## src/rtl/lnk_gpio_pkg.sv

```systemverilog
package lnk_gpio_pkg;

  typedef enum logic [1:0] {
    PM_PUSH  = 2'b00,
    PM_OPEN  = 2'b01,
    PM_IN_LO = 2'b10,
    PM_IN_HI = 2'b11
  } pin_mode_e;

  function automatic pin_mode_e mode_of(logic dir_b, logic pol_b);
    return pin_mode_e'({dir_b, pol_b});
  endfunction

  function automatic logic mode_is_in(pin_mode_e m);
    return (m == PM_IN_LO) || (m == PM_IN_HI);
  endfunction

endpackage

```

## src/rtl/lnk_gpio_cfg_regs.sv

```systemverilog
module lnk_gpio_cfg_regs
  import lnk_gpio_pkg::*;
#(
  parameter int N     = 5,
  parameter int REG_W = 16
) (
  input  logic                     clk_i,
  input  logic                     rst_ni,
  input  logic                     dir_wr_i,
  input  logic [REG_W-1:0]         dir_wdata_i,
  input  logic                     pol_wr_i,
  input  logic [REG_W-1:0]         pol_wdata_i,
  output logic [REG_W-1:0]         dir_rdata_o,
  output logic [REG_W-1:0]         pol_rdata_o,
  output pin_mode_e [N-1:0]        mode_o
);
  localparam int PAD_W = REG_W - N;

  logic [N-1:0] dir_q, pol_q;
  logic unused_wdata;
  assign unused_wdata = ^{dir_wdata_i[REG_W-1:N], pol_wdata_i[REG_W-1:N]};

  always_ff @(posedge clk_i or negedge rst_ni) begin
    if (!rst_ni) begin
      dir_q <= '1;
      pol_q <= '1;
    end else begin
      if (dir_wr_i) dir_q <= dir_wdata_i[N-1:0];
      if (pol_wr_i) pol_q <= pol_wdata_i[N-1:0];
    end
  end

  assign dir_rdata_o = {{PAD_W{1'b0}}, dir_q};
  assign pol_rdata_o = {{PAD_W{1'b0}}, pol_q};

  for (genvar i = 0; i < N; i++) begin : g_mode
    assign mode_o[i] = mode_of(dir_q[i], pol_q[i]);
  end
endmodule

```

## src/rtl/lnk_gpio_out_stage.sv

```systemverilog
module lnk_gpio_out_stage
  import lnk_gpio_pkg::*;
#(
  parameter int N = 5
) (
  input  logic              clk_i,
  input  logic              rst_ni,
  input  logic              frame_start_i,
  input  logic              ctrl_valid_i,
  input  logic [N-1:0]      ctrl_bits_i,
  input  pin_mode_e [N-1:0] mode_i,
  output logic [N-1:0]      out_val_o,
  output logic [N-1:0]      pin_o,
  output logic [N-1:0]      pin_oe_o
);
  logic [N-1:0] pend_q, out_q;

  for (genvar i = 0; i < N; i++) begin : g_pin
    // input-mode pins keep their parked value
    always_ff @(posedge clk_i or negedge rst_ni) begin
      if (!rst_ni) begin
        pend_q[i] <= 1'b0;
        out_q[i]  <= 1'b0;
      end else begin
        if (ctrl_valid_i && !mode_is_in(mode_i[i])) pend_q[i] <= ctrl_bits_i[i];
        if (frame_start_i) out_q[i] <= pend_q[i];
      end
    end

    always_comb begin
      unique case (mode_i[i])
        PM_PUSH: begin pin_o[i] = out_q[i]; pin_oe_o[i] = 1'b1;      end
        PM_OPEN: begin pin_o[i] = 1'b0;     pin_oe_o[i] = ~out_q[i]; end
        default: begin pin_o[i] = 1'b0;     pin_oe_o[i] = 1'b0;      end
      endcase
    end
  end

  assign out_val_o = out_q;
endmodule

```

## src/rtl/lnk_gpio_in_stage.sv

```systemverilog
module lnk_gpio_in_stage
  import lnk_gpio_pkg::*;
#(
  parameter int N = 5
) (
  input  logic              clk_i,
  input  logic              rst_ni,
  input  logic              frame_start_i,
  input  logic [N-1:0]      pin_i,
  input  pin_mode_e [N-1:0] mode_i,
  input  logic [N-1:0]      out_val_i,
  input  logic              sts_wr_i,
  input  logic [N-1:0]      sts_wdata_i,
  output logic [N-1:0]      slot_sts_o,
  output logic [N-1:0]      sticky_o,
  output logic              irq_o
);
  logic [N-1:0] lvl_q, sts_q, sticky_q, evt;
  logic         primed_q;

  for (genvar i = 0; i < N; i++) begin : g_evt
    always_comb begin
      evt[i] = 1'b0;
      if (frame_start_i && primed_q) begin
        if (mode_i[i] == PM_IN_HI) evt[i] = !lvl_q[i] &&  pin_i[i];
        if (mode_i[i] == PM_IN_LO) evt[i] =  lvl_q[i] && !pin_i[i];
      end
    end

    always_ff @(posedge clk_i or negedge rst_ni) begin
      if (!rst_ni) sts_q[i] <= 1'b0;
      else if (frame_start_i)
        sts_q[i] <= mode_is_in(mode_i[i]) ? pin_i[i] : out_val_i[i];
    end
  end

  always_ff @(posedge clk_i or negedge rst_ni) begin
    if (!rst_ni) begin
      lvl_q    <= '0;
      primed_q <= 1'b0;
      sticky_q <= '0;
    end else begin
      if (frame_start_i) begin
        lvl_q    <= pin_i;
        primed_q <= 1'b1;
      end
      // a new event wins over a clear in the same cycle
      sticky_q <= (sticky_q & (sts_wr_i ? sts_wdata_i : '1)) | evt;
    end
  end

  assign slot_sts_o = sts_q;
  assign sticky_o   = sticky_q;
  assign irq_o      = |sticky_q;
endmodule

```

## src/rtl/lnk_gpio_bank.sv

```systemverilog
module lnk_gpio_bank
  import lnk_gpio_pkg::*;
#(
  parameter int N     = 5,
  parameter int REG_W = 16
) (
  input  logic             clk_i,
  input  logic             rst_ni,
  input  logic             frame_start_i,
  input  logic             dir_wr_i,
  input  logic [REG_W-1:0] dir_wdata_i,
  input  logic             pol_wr_i,
  input  logic [REG_W-1:0] pol_wdata_i,
  output logic [REG_W-1:0] dir_rdata_o,
  output logic [REG_W-1:0] pol_rdata_o,
  input  logic             ctrl_valid_i,
  input  logic [N-1:0]     ctrl_bits_i,
  input  logic [N-1:0]     pin_i,
  output logic [N-1:0]     pin_o,
  output logic [N-1:0]     pin_oe_o,
  output logic [N-1:0]     slot_sts_o,
  input  logic             sts_wr_i,
  input  logic [N-1:0]     sts_wdata_i,
  output logic [N-1:0]     sticky_o,
  output logic             irq_o
);
  pin_mode_e [N-1:0] mode;
  logic [N-1:0]      out_val;

  lnk_gpio_cfg_regs #(.N(N), .REG_W(REG_W)) u_cfg (
    .clk_i, .rst_ni, .dir_wr_i, .dir_wdata_i, .pol_wr_i, .pol_wdata_i,
    .dir_rdata_o, .pol_rdata_o, .mode_o(mode)
  );

  lnk_gpio_out_stage #(.N(N)) u_out (
    .clk_i, .rst_ni, .frame_start_i, .ctrl_valid_i, .ctrl_bits_i,
    .mode_i(mode), .out_val_o(out_val), .pin_o, .pin_oe_o
  );

  lnk_gpio_in_stage #(.N(N)) u_in (
    .clk_i, .rst_ni, .frame_start_i, .pin_i, .mode_i(mode),
    .out_val_i(out_val), .sts_wr_i, .sts_wdata_i,
    .slot_sts_o, .sticky_o, .irq_o
  );
endmodule

```

## config.mk

```make
export PLATFORM = sky130hd
export DESIGN_NAME = lnk_gpio_bank
export DESIGN_NICKNAME = d
export VERILOG_FILES = /design/src/rtl/lnk_gpio_pkg.sv /design/src/rtl/lnk_gpio_cfg_regs.sv /design/src/rtl/lnk_gpio_out_stage.sv /design/src/rtl/lnk_gpio_in_stage.sv /design/src/rtl/lnk_gpio_bank.sv
export SDC_FILE = /design/constraint.sdc
export NUM_CORES = 1
export LEC_CHECK = 0
export ABC_AREA = 0
export BUFFER_PORTS_ARGS = -buffer_cell sky130_fd_sc_hd__buf_2
export CORE_MARGIN = 10
export CORE_UTILIZATION = 39
export DETAILED_ROUTE_END_ITERATION = 12
export GPL_TIMING_DRIVEN = 0
export PLACE_DENSITY_LB_ADDON = 0.3
export SETUP_SLACK_MARGIN = 0.5
export SLEW_MARGIN = 40
export SYNTH_ARGS = -nofsm -noshare
export SYNTH_HDL_FRONTEND = slang
export SYNTH_SLANG_ARGS = --single-unit
```

## constraint.sdc

```tcl
create_clock -name clk_i -period 1.3 [get_ports clk_i]
set_clock_uncertainty 0.15 [all_clocks]
set_input_delay 0.195 -clock clk_i [delete_from_list [all_inputs] [get_ports clk_i]]
set_output_delay 0.195 -clock clk_i [all_outputs]
set_load 0.1 [all_outputs]
```

Word level (Yosys, flattened, before mapping)
Cells that the tools add are included.
{ "classes": {"eq_ne": 15, "muxes": 31, "bitwise": 7, "reduce_logical": 42} }
{ "op_table": {"columns": ["operator", "count"], "rows": [
  ["$mux W1", 25],
  ["$eq A2 B2 Y1 const B", 10],
  ["$logic_and A1 B1 Y1", 16],
  ["$logic_not A1 Y1", 15],
  ["$eq A2 B1 Y1 const B", 5],
  ["$logic_not A2 Y1", 5],
  ["$pmux W1 S2", 5],
  ["$and A5 B5 Y5", 1],
  ["$logic_or A1 B1 Y1", 5],
  ["$mux W5", 1],
  ["$not A1 Y1", 5],
  ["$or A5 B5 Y5", 1],
  ["$reduce_or A5 Y1", 1]
]} }
{ "word_totals": {"register_bits": 36, "input_bits": 54, "output_inout_bits": 53} }

Depth between registers and ports, before layout
{ "logic_depth": {"ltp_word": 6, "mapped_depth": 3} }

Modules after synthesis
A second synthesis with hierarchy kept.
{ "unflattened": {"hier_cells": 156, "area_unflattened_um2": 1891.8} }
{ "modules_own_cells": {"columns": ["mod", "n_inst", "cells_each", "area_each_um2", "seq_area_each_um2"], "rows": [
  ["lnk_gpio_in_stage", 1, 68, 759.5, 400.4],
  ["lnk_gpio_cfg_regs", 1, 53, 619.3, 262.8],
  ["lnk_gpio_out_stage", 1, 35, 513.0, 250.2]
]} }

Least setup slack after synthesis
Ideal clock, no wire load.
{ "synth_path": {"kind": "reg2out", "startpoint": "reg u_cfg.dir_q[0]", "endpoint": "out pin_o[0]", "t_arrival_ps": 2833, "required_ps": 955, "setup_slack_ps": -1878, "stages_incl_launch_ff": 2, "cell_sequence": "dfstp_2 > nor3b_1"} }
{ "synth_via": {"elab_chain_len": 2} }
{ "synth_rtl": {"columns": ["item", "line", "source"], "rows": [
  ["start, declared", "lnk_gpio_cfg_regs.sv:19", "logic [N-1:0] dir_q, pol_q;"],
  ["start signal, assigned", "lnk_gpio_cfg_regs.sv:28", "if (dir_wr_i) dir_q <= dir_wdata_i[N-1:0];"],
  ["$logic_not A2 Y1", "lnk_gpio_out_stage.sv:31", "unique case (mode_i[i])"],
  ["$mux W1", "lnk_gpio_out_stage.sv:31", null],
  ["end, declared", "lnk_gpio_bank.sv:19", "output logic [N-1:0] pin_o,"]
]} }
Every way passes these cells.

Worst setup path after layout
{ "layout_path": {"startpoint": "reg u_cfg.dir_q[4]", "endpoint": "out pin_o[4]"} }
The elaborated chain is that of the path after synthesis.

==> impl_results.md <==
- Mapped cell area: 0.001818 mm²
- Post-synthesis register bit count: 36
- DRC: 0
- Power share of the combinational group: 0.537
- Grt peak-use layer: met2
- Switching Fraction: 0.4506
- Root buffer cell: clkbuf_8
- Num rows: 24
- Int Pwr: 2.887 mW
- Die width: 88.28 µm
- Worst r2r path cells: 4
- WP data required: 0.95 ns
- PortBufs: 62
- Max-slew violations: 0
- Crit Path Class: flop to output pin
- All-Layer GR Usage: 0.1520
- DP Worst Slack: -0.1662 ns
- Die height: 88.28 µm
- Most frequent cells in the layout: buf_12 (34), buf_2 (31), buf_4 (27)
- Ranking of synthesized cells by area: dfrtp_1 (36%), dfstp_2 (14%), mux2_4 (12%), buf_4 (9.1%), mux2_1 (4.3%)
- GP Congestion: 0.7371
- Initial DRC count: 62
- Fin. Hold Viols: 36
- Clk network pwr share: 0.148
- P per Cell Area: 1515 mW/mm²
- Synth area leader: dfrtp_1
- Worst VDD drop: 1.004 mV
- Full die area: 0.007792 mm²
- Worst-path clk slew: 0.07 ns
- Antenna Nets Post-Route: 0
- # H-tree levels: 2
- Failing checks: hold timing, setup timing
- Nature of the critical path endpoint: output pin
- Area of the multi-input gates: 0.001051 mm²
- Leak: 1.626 nW
- Worst Setup Slack, final: -0.3055 ns
- Post-route minimum period: 1.605 ns
- RSZ-0062 raised after global routing: true
- Post-synthesis sequential area ratio: 0.5024
- Crit-path leading delay family: flip-flops
- Post-Layout Cell Count: 316
- Max cap viols: 0
- First-pass GRT wire length: 9177 µm
- Syn Inst Count: 146
- Critical Path Slowest Stage Cell: dfstp_4
- Setup violators final: 45
- Layout filler cell count: 266
- Area growth, synth to finish: 90.78%
- TritonCTS Buffers: 5
- Share of layout cells above drive strength 1: 0.7386
- CP startpoint kind: flop
- Routed len/inst: 18.78 µm
- Core area: 0.004444 mm²
- FF+latch area: 996.0 µm²
- Worst path bufs/invs: 1
- Largest net degree at the start of global routing: 37
- R2R Path End: u_out.pend_q[3]$_DFFE_PN0P_
- Met2 usage: 0.2398
- Reg power frac: 0.315
- Vias in the first global route: 1657
- Clk_lat worst skew: 0.29 ns
- Most common cell after layout, fill and taps aside: buf_12
- Status: finished with violations
- TritonCTS clock tree: done
- Worst min path class: input port to async pin
- Io pins: 107
- Clock Path Buffers: 2
- Via count: 1526
- Final Cycle Share: 1.235
- Met1 Use GR: 0.1780
- Met3 Usage GRT: 0.07629
- Overflow left after global routing: 0
- Clock sink count: 36
- P_sw: 2.368 mW
- Hold Worst Slack: -0.2886 ns
- Detailed Routing Iterations Pass 1: 4
- CP max FO: 4
- Final wirelength: 5933 µm
- Worst-path cell chain: nor3b_4 -> buf_12
- Critical Path AT: 1.26 ns
- N_diodes: 0
- Initial antenna violation count: 0
- Vias/cell: 4.829
- NumNets Final: 317
- Reg-to-reg startpoint: u_cfg.dir_q[3]$_DFFE_PN1P_
- Placed Instances: 281
- Max Fclk: 622.9 MHz
- Avg Cell Area, Syn: 12.45 µm²
- Worst R2R Setup Slack: -0.15 ns
- Unique cell type count in the Yosys netlist: 24
- CP max stage delay: 0.51 ns
- Synth warn: 0
- Post-DP HPWL: 3727 µm
- Initial Utilization: 0.4091
- Share of the synthesized area in the top cell type: 0.3579
## power by group through the flow
stage / sequential (mW) / clock, mW / combinational (mW)
final: 1.66 / 0.777 / 2.82
after global routing: 1.69 / 0.845 / 2.92
after global placement: 1.61 / 0 / 2.03
after detailed placement: 1.62 / 0 / 2.05
after CTS: 1.64 / 0.790 / 2.64
after floorplan: 2.22 / 0 / 1.14
## sequential cells by signal, summed over array words and instances (netlist names)
register,count
u_in.lvl_q,5
u_in.primed_q,1
u_cfg.dir_q,5
u_out.pend_q,5
u_out.out_val_o,5
u_in.sticky_o,5
u_in.slot_sts_o,5
u_cfg.pol_q,5
## cell usage after synthesis (all sizes together)
| master | n |
|---|---|
| a21oi | 10 |
| a32o | 5 |
| and2 | 1 |
| buf | 24 |
| conb | 1 |
| dfrtp | 26 |
| dfstp | 10 |
| mux2 | 25 |
| mux2i | 5 |
| nand2 | 3 |
| nand2b | 8 |
| nand3b | 3 |
| nor2 | 6 |
| nor2b | 5 |
| nor3 | 1 |
| nor3b | 5 |
| o21ai | 3 |
| o22ai | 2 |
| or2 | 1 |
| or2b | 2 |
## per-stage QoR
stage	setup TNS [ns]	hold slack [ns]	cell area, µm²	util	power (mW)
final	-6.978	-0.2886	3468	0.7804	5.254
after global routing	-8.470	-0.2699	3468	0.7804	5.455
after floorplan	-6.003	-0.2506	2136	-	3.354
after detailed placement	-2.905	0.1927	2511	0.5650	3.666
after CTS	-6.432	-0.2745	3229	0.7266	5.074
after global placement	-2.764	0.1781	2511	0.5650	3.638
## worst register-to-register path, stage by stage (launching register included)
cell	delay, ns
dfstp_4	0.68
buf_12	0.12
buf_6	0.09
nor2b_4	0.03
mux2_4	0.28
## what timing repair did
action                                  4_1_cts  5_1_grt
gates resized for setup                     144       26
endpoints found under the setup margin       77       67
buffers inserted                             13       14
endpoints found under the hold margin        41       36
pin swaps                                     4        8
## how the worst max path moves through the flow
stage / startpoint / end / slack (ns) / depth (start not counted)
after global placement: u_cfg.dir_q[1]$_DFFE_PN1P_ / dir_rdata_o[1] / -0.16 / 1
after CTS: u_cfg.pol_q[3]$_DFFE_PN1P_ / pin_o[3] / -0.29 / 2
final: u_cfg.dir_q[4]$_DFFE_PN1P_ / pin_o[4] / -0.31 / 2
after detailed placement: u_cfg.dir_q[4]$_DFFE_PN1P_ / dir_rdata_o[4] / -0.17 / 1
after global routing: u_cfg.pol_q[3]$_DFFE_PN1P_ / pin_o[3] / -0.35 / 2
after floorplan: u_cfg.pol_q[3]$_DFFE_PN1P_ / pin_o[3] / -0.51 / 1
## cells by family after synthesis
| logic type | count (synthesis) | share of synthesized area |
|---|---|---|
| buffers and inverters | 24 | 0.09979 |
| and+or+nand+nor | 35 | 0.1142 |
| muxes | 30 | 0.2113 |
| other | 1 | 0.002063 |
| DFF | 36 | 0.5024 |
| AOI/OAI and AO/OA | 20 | 0.07020 |
## area by class of cell
type / count / area share
Timing Repair Buffer: 89 / 0.3128
Multi-Input combinational cell: 107 / 0.3030
Sequential cell: 36 / 0.2872
Buffer: 24 / 0.05483
Clock buffer: 7 / 0.02201
Tap cell: 52 / 0.01876
Clock inverter: 1 / 0.001443
## layer usage
metal / share of wire / vias to the layer above
met2: 0.50 / 66
met4: 0.014 / 0
met5: 0 / -
met1: 0.38 / 744
li1: - / 706
met3: 0.10 / 10
No activity file was read; power rests on OpenSTA's default activity.
